## src/rtl/gpio_wake_pkg.sv

```systemverilog
package gpio_wake_pkg;
  localparam int ADDR_W = 2;

  typedef enum logic [ADDR_W-1:0] {
    SEL_DATA = 2'd0,
    SEL_DIR  = 2'd1,
    SEL_PULL = 2'd2,
    SEL_WAKE = 2'd3
  } reg_sel_e;
endpackage

```

## src/rtl/gpio_sync.sv

```systemverilog
module gpio_sync #(
  parameter int WIDTH  = 8,
  parameter int STAGES = 2
) (
  input  logic             clk,
  input  logic             rst_n,
  input  logic [WIDTH-1:0] async_in,
  output logic [WIDTH-1:0] sync_out
);
  logic [WIDTH-1:0] chain [STAGES];

  for (genvar s = 0; s < STAGES; s++) begin : g_stage
    if (s == 0) begin : g_first
      always_ff @(posedge clk or negedge rst_n) begin
        if (!rst_n) chain[s] <= '0;
        else        chain[s] <= async_in;
      end
    end else begin : g_next
      always_ff @(posedge clk or negedge rst_n) begin
        if (!rst_n) chain[s] <= '0;
        else        chain[s] <= chain[s-1];
      end
    end
  end

  assign sync_out = chain[STAGES-1];
endmodule

```

## src/rtl/gpio_regs.sv

```systemverilog
module gpio_regs
  import gpio_wake_pkg::*;
#(
  parameter int WIDTH     = 8,
  parameter int PULL_BITS = 6
) (
  input  logic              clk,
  input  logic              rst_n,
  input  logic              wr,
  input  logic [ADDR_W-1:0] addr,
  input  logic [WIDTH-1:0]  wdata,
  input  logic [WIDTH-1:0]  pin_sync,
  output logic [WIDTH-1:0]  rdata,
  output logic [WIDTH-1:0]  data_q,
  output logic [WIDTH-1:0]  dir_q,
  output logic [WIDTH-1:0]  pull_q,
  output logic [WIDTH-1:0]  wake_en_q
);
  localparam logic [WIDTH-1:0] PULL_MASK = {WIDTH{1'b1}} >> (WIDTH - PULL_BITS);

  always_ff @(posedge clk or negedge rst_n) begin
    if (!rst_n) begin
      data_q    <= '0;
      dir_q     <= '1;
      pull_q    <= '0;
      wake_en_q <= '0;
    end else if (wr) begin
      case (reg_sel_e'(addr))
        SEL_DATA: data_q    <= wdata;
        SEL_DIR:  dir_q     <= wdata;
        SEL_PULL: pull_q    <= wdata & PULL_MASK;
        SEL_WAKE: wake_en_q <= wdata;
        default:  ;
      endcase
    end
  end

  always_comb begin
    case (reg_sel_e'(addr))
      SEL_DATA: rdata = (dir_q & pin_sync) | (~dir_q & data_q);
      SEL_DIR:  rdata = dir_q;
      SEL_PULL: rdata = pull_q & PULL_MASK;
      SEL_WAKE: rdata = wake_en_q;
      default:  rdata = '0;
    endcase
  end
endmodule

```

## src/rtl/gpio_wake_det.sv

```systemverilog
module gpio_wake_det #(
  parameter int WIDTH = 8
) (
  input  logic             clk,
  input  logic             rst_n,
  input  logic [WIDTH-1:0] pin_sync,
  input  logic [WIDTH-1:0] wake_en,
  input  logic             sleep,
  output logic             wake_req
);
  logic [WIDTH-1:0] prev_q;
  logic [WIDTH-1:0] fall;

  always_ff @(posedge clk or negedge rst_n) begin
    if (!rst_n) prev_q <= '0;
    else        prev_q <= pin_sync;
  end

  assign fall = prev_q & ~pin_sync & wake_en;

  always_ff @(posedge clk or negedge rst_n) begin
    if (!rst_n)       wake_req <= 1'b0;
    else if (!sleep)  wake_req <= 1'b0;
    else if (|fall)   wake_req <= 1'b1;
  end
endmodule

```

## src/rtl/gpio_wake_port.sv

```systemverilog
module gpio_wake_port
  import gpio_wake_pkg::*;
#(
  parameter int WIDTH     = 8,
  parameter int PULL_BITS = 6,
  parameter int SYNC_LEN  = 2
) (
  input  logic              clk,
  input  logic              rst_n,
  input  logic              bus_wr,
  input  logic [ADDR_W-1:0] bus_addr,
  input  logic [WIDTH-1:0]  bus_wdata,
  output logic [WIDTH-1:0]  bus_rdata,
  input  logic [WIDTH-1:0]  pin_in,
  output logic [WIDTH-1:0]  pad_out,
  output logic [WIDTH-1:0]  pad_oe,
  output logic [WIDTH-1:0]  pad_pu,
  input  logic              sleep_i,
  output logic              wake_req
);
  logic [WIDTH-1:0] pin_s;
  logic [WIDTH-1:0] data_q, dir_q, pull_q, wake_en_q;

  gpio_sync #(.WIDTH(WIDTH), .STAGES(SYNC_LEN)) u_sync (
    .clk(clk), .rst_n(rst_n), .async_in(pin_in), .sync_out(pin_s)
  );

  gpio_regs #(.WIDTH(WIDTH), .PULL_BITS(PULL_BITS)) u_regs (
    .clk(clk), .rst_n(rst_n), .wr(bus_wr), .addr(bus_addr),
    .wdata(bus_wdata), .pin_sync(pin_s), .rdata(bus_rdata),
    .data_q(data_q), .dir_q(dir_q), .pull_q(pull_q), .wake_en_q(wake_en_q)
  );

  gpio_wake_det #(.WIDTH(WIDTH)) u_wake (
    .clk(clk), .rst_n(rst_n), .pin_sync(pin_s), .wake_en(wake_en_q),
    .sleep(sleep_i), .wake_req(wake_req)
  );

  assign pad_out = data_q;
  assign pad_oe  = ~dir_q;
  assign pad_pu  = pull_q & dir_q;
endmodule

```

## config.mk

```make
export PLATFORM = sky130hd
export DESIGN_NAME = gpio_wake_port
export DESIGN_NICKNAME = d
export VERILOG_FILES = /design/src/rtl/gpio_wake_pkg.sv /design/src/rtl/gpio_sync.sv /design/src/rtl/gpio_regs.sv /design/src/rtl/gpio_wake_det.sv /design/src/rtl/gpio_wake_port.sv
export SDC_FILE = /design/constraint.sdc
export NUM_CORES = 1
export LEC_CHECK = 0
export CAP_MARGIN = 0
export CORE_MARGIN = 2
export CORE_UTILIZATION = 41
export CTS_CLUSTER_DIAMETER = 100
export DETAILED_ROUTE_END_ITERATION = 10
export PLACE_DENSITY_LB_ADDON = 0.1
export SETUP_SLACK_MARGIN = 0.4
export SLEW_MARGIN = 20
export SYNTH_ARGS = -nofsm -noshare
export SYNTH_HDL_FRONTEND = slang
export SYNTH_SLANG_ARGS = --single-unit
```

## constraint.sdc

```tcl
create_clock -name clk -period 1.8 [get_ports clk]
set_input_delay 0.18 -clock clk [delete_from_list [all_inputs] [get_ports clk]]
set_output_delay 0.18 -clock clk [all_outputs]
set_load 0.02 [all_outputs]
```

Yosys cells after proc, flatten, opt, wreduce, memory -nomap -nowiden
Index checks and enable logic that the tools add are counted.

word-level totals
  register bits = 55
  latch bits = 0
  bits in writable memories = 0
  bits in read-only memories = 0
  input bits = 22
  word-level logic and storage cells = 29
  memories = 0

operators by class
  add/sub/neg operators = 0
  multiply operators = 0
  divide/modulo/power cells = 0
  $lt $le $gt $ge = 0
  eq/ne operators = 4
  shift-type cells = 0
  mux-type cells = 3
  bitwise logic cells = 8
  reduce and logical (&&, ||, !) cells = 6

operator list
  kind                                                 number
  bitwise AND 8 bit                                    4
  case mux 8 bit (4 select lines)                      1
  inverter 8 bit                                       2
  bitwise AND 6 x 8 -> 8 bit                           1
  bitwise OR 8 bit                                     1
  AND reduction 2 bit                                  4
  OR reduction 8 bit                                   1
  equality test 2 bit, second input constant           2
  equality test 2 x 1 -> 1 bit, second input constant  1
  zero test 2 bit                                      1
  2-to-1 mux 1 bit                                     2
  != test 2 x 1 -> 1 bit, second input constant        1

Logic depth before layout (Yosys ltp)
Gate-level depths: netlist (run 1).

  depth in word-level cells = 6
  depth in mapped cells = 5
  depth with buffers taken out = 3

By module
From an unflattened synthesis (run 1), not the netlist that was laid out.

second synthesis, totals
  cells, all modules = 175
  area, all modules = 2,326.0 um^2

modules (own cells, without submodules)
  module          instances  cells each  area each (um^2)  seq. area each (um^2)
  gpio_regs       1          114         1,481.4           760.7
  gpio_sync       1          24          460.4             400.4
  gpio_wake_det   1          21          304.0             225.2
  gpio_wake_port  1          16          80.1              0.0

Worst setup path before layout (run 1)
No wires, ideal clock.

  path kind = reg-to-output
  from = register u_regs.dir_q[0]
  to = output bus_rdata[0]
  arrival time = 1.441 ns
  required time = 1.620 ns
  slack = 0.179 ns
  stages on the path, launching flop included = 3
  path buffers = 0
  cells stage by stage = dfstp_2 -> mux2_2 -> mux4_1

on the way
  longest elaborated chain between the ends = 4
  elaborated cells on any way between the ends = 5

ends and longest elaborated chain
  item                               RTL line              RTL
  start, declared                    gpio_regs.sv:15       output logic [WIDTH-1:0] dir_q,
  start signal, assigned             gpio_regs.sv:30       SEL_DIR: dir_q <= wdata;
  inverter 8 bit                     gpio_regs.sv:40       SEL_DATA: rdata = (dir_q & pin_sync) | (~dir_q & data_q);
  bitwise AND 8 bit                  gpio_regs.sv:40
  bitwise OR 8 bit                   gpio_regs.sv:40
  case mux 8 bit (4 select lines) *  gpio_regs.sv:39       case (reg_sel_e'(addr))
  end, declared                      gpio_wake_port.sv:13  output logic [WIDTH-1:0] bus_rdata,

Mark *: on every way between the ends. The rest lies on a longest branch, timed or not.

Final worst setup path (run 1)
  from = register u_regs.dir_q[3]
  to = output bus_rdata[3]

Same word-level chain as after synthesis.

==> results of run 1 <==
==> state kept, by name, summed over array words and instances, names as in the netlist <==
name	count
u_wake.wake_req	1
u_regs.dir_q	8
u_regs.data_q	8
u_sync.sync_out	8
u_regs.pull_q	6
u_regs.wake_en_q	8
u_sync.chain	8
u_wake.prev_q	8
==> worst reg2reg max path, delay by kind of cell, from the launching register on <==
kind,cells,cell delay [ns]
simple gates,2,0.25
flops,1,0.37
buf+inv,1,0.11
compound gates,1,0.42
==> logic make-up after synthesis <==
logic type | Yosys count | synth area share
other | 1 | 0.00167
AOI/OAI and AO/OA | 6 | 0.0189
buffers and inverters | 13 | 0.0278
and+or+nand+nor | 24 | 0.0757
DFF | 55 | 0.617
muxes | 44 | 0.259
==> cell type report <==
| class | instances | area, um^2 | share of cell area |
|---|---|---|---|
| Sequential cell | 55 | 1390 | 0.419 |
| Multi-Input combinational cell | 76 | 857 | 0.259 |
| Timing Repair Buffer | 87 | 816 | 0.247 |
| Tap cell | 70 | 87.6 | 0.0265 |
| Clock buffer | 6 | 72.6 | 0.0219 |
| Clock inverter | 2 | 60.1 | 0.0181 |
| Inverter | 8 | 30.0 | 0.00907 |
==> synthesized netlist by cell type <==
library cell / instances
a22oi_1: 1
dfrtp_1: 47
nand2_1: 5
nor2_1: 2
o21ai_0: 2
mux2_2: 38
inv_1: 8
nor3b_4: 1
nand3b_2: 1
clkbuf_2: 1
o221ai_1: 1
and2_1: 6
mux4_1: 5
nand4_1: 1
buf_4: 3
nand3b_1: 6
conb_1: 1
dfstp_2: 8
a21oi_1: 1
nand3_4: 1
o41a_1: 1
nor3b_1: 1
mux4_2: 1
buf_2: 1
==> metal layers <==
| metal | wire length, um | vias to the layer above | global-route usage |
|---|---|---|---|
| li1 | - | 680 | - |
| met1 | 2030 | 741 | 0.211 |
| met2 | 2470 | 42 | 0.287 |
| met3 | 237 | 4 | 0.0425 |
| met4 | 36 | 0 | 0.0421 |
| met5 | 0 | - | 0 |
==> repair_timing <==
| action | CTS | global route |
|---|---|---|
| setup buffers | 5 | 2 |
| resized for setup | 142 | 19 |
| setup endpoints to repair | 44 | 27 |
| pin swaps | 0 | 4 |
| hold buffers | 0 | 0 |
==> through the flow <==
step	worst slack, ns	area [um^2]	setup TNS, ns
after floorplan	0.272	2250	0
after CTS	-0.168	3260	-0.891
final	-0.162	3310	-0.850
after global placement	-0.273	3050	-2.06
after global routing	-0.204	3310	-1.13
after detailed placement	-0.286	3050	-2.15
==> power breakdown <==
part	leakage [nW]	switching [mW]	total (mW)	internal [mW]
Clock	0.0654	0.378	0.934	0.556
Sequential	0.636	0.117	1.54	1.42
Combinational	0.805	0.456	1.09	0.633
Total	1.51	0.951	3.56	2.61
==> worst max path at each step <==
stage / startpoint / slack, ns / to
finish: u_regs.dir_q[3]$_DFFE_PN1P_ / -0.16 / bus_rdata[3]
global route: u_regs.dir_q[3]$_DFFE_PN1P_ / -0.20 / bus_rdata[3]
CTS: u_regs.dir_q[3]$_DFFE_PN1P_ / -0.17 / bus_rdata[3]
detailed placement: bus_addr[1] / -0.29 / bus_rdata[1]
global placement: bus_addr[1] / -0.27 / bus_rdata[1]
floorplan: u_regs.dir_q[3]$_DFFE_PN1P_ / 0.27 / bus_rdata[3]
==> impl_results.md, run 1 <==
- Fin Hold WS: -0.00773 ns
- Worst path buffer plus inverter count: 1
- Clk_skew: 0.00636 ns
- Part of the cycle the worst path needs: 1.09
- Post-synth top area cell: dfrtp_1
- Placed Cells: ~290
- Area Overhead vs Synth: 47.3%
- Total track usage: 0.167
- RSZ-0062 raised after global routing: true
- Worst-Margin Slew: around 0.67 ns
- TritonCTS clock tree: done
- First-pass GRT wire length: roughly 7700 um
- Seq/Total Area, Yosys: 0.617
- CP Cell Sequence: mux2_4 > mux4_2 > buf_6
- Max-slew headroom: 0.556
- Synth Register Bits: 55
- Synthesized area: between 2000 and 2500 um^2
- Die width: 78.0 um
- Initial antenna violation count: 0
- Power Total: 3.56 mW
- RePlAce Congestion: around 0.75
- Critical Path RT: between 1.5 and 2 ns
- Layout cell share with drive strength beyond 1: 0.581
- Cts bufs inserted: 5
- Row count: 26
- Worst r2r src: u_sync.sync_out[5]$_DFF_PN0_
- Final wirelength: about 4800 um
- Failing checks: hold timing, setup timing
- Status: complete, but fails checks
- Longest Clk Path Bufs: 2
- Cell family with most CP delay: multiplexers
- ANT cells: 0
- Slew Viols, Final: 0
- Slowest-stage cell, CP: dfstp_2
- Minimum clock period: 1.96 ns
- Final Hold Fails: 6
- Yosys warns: 0
- Clock transition at path regs: ~0.090 ns
- Synth cell types: 24
- Clock sink count: 55
- Clk Latency, worst-skew pair: 0.30 ns
- Commonest non-fill, non-tap cell in the layout: dfrtp_1
- PwrDens: about 1100 nW/um^2
- VDD IR-drop max: approximately 0.65 mV
- Initial Utilization: 0.432
- Via-per-instance ratio: just under 5
- Synth area leaders: dfrtp_1 (52%), mux2_2 (19%), dfstp_2 (9.4%)
- Total global routing overflow: 0
- Worst Setup End Kind: output port
- Peak Freq: between 500 and 600 MHz
- Crit-path max FO: 2
- FF-to-FF End: u_wake.wake_req$_DFFE_PN0P_
- Max_cap viols: 0
- Hold Path Class: in -> async
- Final core occ: 0.636
- Post-Syn Area per Cell: about 16 um^2
- Vias in the first global route: roughly 1.6k
- IO Count: 55
- Die footprint: about 6100 um^2
- DRT Pass-1 Iters: 4
- Largest net degree at the start of global routing: 56
- Post-DP HPWL: about 3400 um
- P_leak: 1.51 nW
- R2R setup slack: approximately 0.53 ns
- Syn Inst Count: approximately 140
- Routed Antenna Nets: 0
- Root Buffer: clkbuf_8
- Reg2Reg Depth: 4
- Final setup vio count: 6
- Drt drc: 0
- Fillers: 422
- Core region area: between 5000 and 6000 um^2
- Nets: roughly 260
- PortBufs: between 50 and 60
- CP Launch Type: register
- PnR worst setup slack: -0.162 ns
- CP Class: reg -> out
- Cell depth of the worst setup path: 3
- H-tree level count: 2
- Die height: slightly below 80 um
- Wirelength per Cell: ~16 um
- First DRT Iteration DRCs: 75
- Slowest stage delay, CP: 0.55 ns
- Vias: ~1.5k
- Commonest non-fill, non-tap cells in the layout: dfrtp_1 (47), mux2_2 (30), buf_6 (26)
- Area share of the largest cell type after synthesis: 0.523
- Post-Layout Cell Count: a little over 300
- Worst Path Arrival: approximately 1.8 ns
Power figures use the tool's default switching activity.
==> inputs of run 2 (changes only) <==
--- a/config.mk
+++ b/config.mk
@@ -7,7 +7,7 @@
 export LEC_CHECK = 0
 export CAP_MARGIN = 0
 export CORE_MARGIN = 2
-export CORE_UTILIZATION = 41
+export CORE_UTILIZATION = 49
 export CTS_CLUSTER_DIAMETER = 100
 export DETAILED_ROUTE_END_ITERATION = 10
 export PLACE_DENSITY_LB_ADDON = 0.1
@@ -16,3 +16,4 @@
 export SYNTH_ARGS = -nofsm -noshare
 export SYNTH_HDL_FRONTEND = slang
 export SYNTH_SLANG_ARGS = --single-unit
+export TNS_END_PERCENT = 100
==> run 2 against run 1 <==
  * Critical path depth unchanged
  * Non-clock buffer count decreased by 2
  * Critical path type unchanged
  * The run ends with setup timing left
  * Combinational power is essentially flat
  * Utilization rose by 11 points
==> impl_results.md, run 2 (same netlist as run 1, synthesis figures left out) <==
- RePlAce Congestion: 0.799 (+6.5%)
- Post-DP HPWL: 3400 um (-1.2%)
- Core region area: 4380 um^2 (-16%)
- Worst Setup End Kind: output port
- Slowest-stage cell, CP: dfstp_2
- Area Overhead vs Synth: 44.8%
- Drt drc: 0 (unchanged)
- Total global routing overflow: 0 (unchanged)
- Crit path launch: u_regs.dir_q[4]$_DFFE_PN1P_
- Wirelength per Cell: 16.5 um (+4.8%)
- Post-DP Area: 3020 um^2 (-0.99%)
- ANT cells: 0 (unchanged)
- P_leak: 1.49 nW (-1.2%)
- Cts bufs inserted: 5 (unchanged)
- First-pass GRT wire length: 7690 um (unchanged)
- Slew Viols, Final: 0 (unchanged)
- Clk_skew: 0.00410 ns (-0.00226 ns)
- Cell family with most CP delay: multiplexers
- Final Hold Fails: 0 (-6)
- Design area: 3250 um^2 (-1.7%)
- Largest net degree at the start of global routing: 53 (-5.4%)
- Minimum clock period: 1.96 ns (-0.00191 ns)
- Initial Utilization: 0.513 (+0.0808)
- Die height: 71.7 um (-8.1%)
- Vias in the first global route: 1583 (+0.89%)
- Hold Path Class: in -> async
- Worst Path Arrival: 1.78 ns (about the same)
- Layout cell share with drive strength beyond 1: 0.565 (-0.0165)
- PortBufs: 52 (unchanged)
- Worst path buffer plus inverter count: 1 (unchanged)
- CP Launch Type: register
- Row count: 24 (-7.7%)
- Pre-CTS worst setup slack: -0.289 ns (-0.00393 ns)
- Final setup vio count: 6 (unchanged)
- Clock transition at path regs: 0.09 ns (about the same)
- CP Class: reg -> out
- Worst r2r src: u_sync.sync_out[5]$_DFF_PN0_
- Via-per-instance ratio: 5.08 (+5.3%)
- PnR worst setup slack: -0.160 ns (+0.00191 ns)
- Clock sink count: 55 (unchanged)
- Commonest non-fill, non-tap cell in the layout: dfrtp_1
- VDD IR-drop max: 0.628 mV (-3.6%)
- First DRT Iteration DRCs: 90 (+20%)
- DRT Pass-1 Iters: 4 (unchanged)
- Root Buffer: clkbuf_8
- Status: complete, but fails checks
- Die width: 71.7 um (-8.1%)
- CP Cell Sequence: mux2_4 > mux4_2 > buf_6
- Nets: 253 (-0.78%)
- Commonest non-fill, non-tap cells in the layout: dfrtp_1 (47), mux2_2 (30), buf_6 (24)
- IO Count: 55 (unchanged)
- Slowest stage delay, CP: 0.56 ns (about the same)
- RSZ-0062 raised after global routing: true
- Vias: 1443 (-1.6%)
- Peak Freq: 510 MHz (about the same)
- H-tree level count: 2 (unchanged)
- Failing checks: setup timing
- Total track usage: 0.200 (+0.0332)
- Final wirelength: 4680 um (-2.1%)
- TritonCTS clock tree: done
- Routed Antenna Nets: 0 (unchanged)
- Clk Latency, worst-skew pair: 0.31 ns (about the same)
- Initial antenna violation count: 0 (unchanged)
- PwrDens: 1090 nW/um^2 (+1.2%)
- Part of the cycle the worst path needs: 1.09 (about the same)
- Longest Clk Path Bufs: 2 (unchanged)
- Crit-path max FO: 2 (unchanged)
- Max_cap viols: 0 (unchanged)
- Die footprint: 5140 um^2 (-16%)
- Critical Path RT: 1.62 ns (about the same)
run 2: cell types whose count changed in the layout (fill, tap and decap cells not counted):
cell and change:
buf_2 +3, clkbuf_2 -3, buf_6 -2, buf_12 -1
buf_4 -1, dlygate4sd2_1 +1, dlygate4sd3_1 +1, nand2_1 +1
nand2_2 -1
run 2: metal layers:
metal | vias to the layer above | track usage | part of all wire
met5 | - | 0 | 0
met4 | 0 | 0.0692 | 0.013
met3 | 7 | 0.0506 | 0.052
met2 | 48 | 0.340 | 0.51
met1 | 714 | 0.250 | 0.42
li1 | 674 | - | -
run 2: worst paths after layout:
path                                           endpoint  cells after the start  slack [ns]
setup / recovery                           bus_rdata[4]                      3       -0.16
hold / removal             u_sync.sync_out[2]$_DFF_PN0_                      2        0.21
setup reg to reg            u_wake.wake_req$_DFFE_PN0P_                      4        0.59
hold reg to reg            u_sync.sync_out[4]$_DFF_PN0_                      0        0.35
max in group asynchronous   u_regs.dir_q[5]$_DFFE_PN1P_                      3        1.05
min in group clk             u_sync.chain[13]$_DFF_PN0_                      1        0.30
run 2: worst reg2reg max path: cells and delay by family, from the launching register on:
| kind | cells | cell delay [ns] |
|---|---|---|
| AO/OA/AOI/OAI | 1 | 0.40 |
| flip-flops | 1 | 0.36 |
| AND/OR/NAND/NOR | 2 | 0.22 |
| buffers and inverters | 1 | 0.11 |
run 2: cell type report:
cell class	instances	area, um^2
Sequential cell	55	1390
Fill cell	289	1130
Multi-Input combinational cell	76	855
Timing Repair Buffer	85	785
Clock buffer	6	72.6
Tap cell	52	65.1
Clock inverter	2	60.1
Inverter	8	30.0
run 2: where the power goes:
part	internal (mW)	switching, mW
combinational	0.614	0.454
sequential	1.42	0.124
clock	0.555	0.375
run 2: through the flow:
stage	cells	power (mW)	hold WS, ns	utilization	setup TNS, ns
after floorplan	144	2.05	-0.116	-	0
after global placement	270	2.53	-0.00464	0.688	-1.93
after detailed placement	270	2.57	0.00525	0.688	-2.14
after CTS	282	3.51	0.214	0.729	-0.943
after global routing	284	3.70	0.211	0.742	-1.15
final	284	3.54	0.215	0.742	-0.945
run 2: what timing repair did:
action | CTS | global route
endpoints found under the setup margin | 46 | 16
setup buffers | 3 | 2
pin swaps | 1 | 1
resized for setup | 138 | 19
endpoints found under the hold margin | 47 | 0
hold buffers | 1 | 0
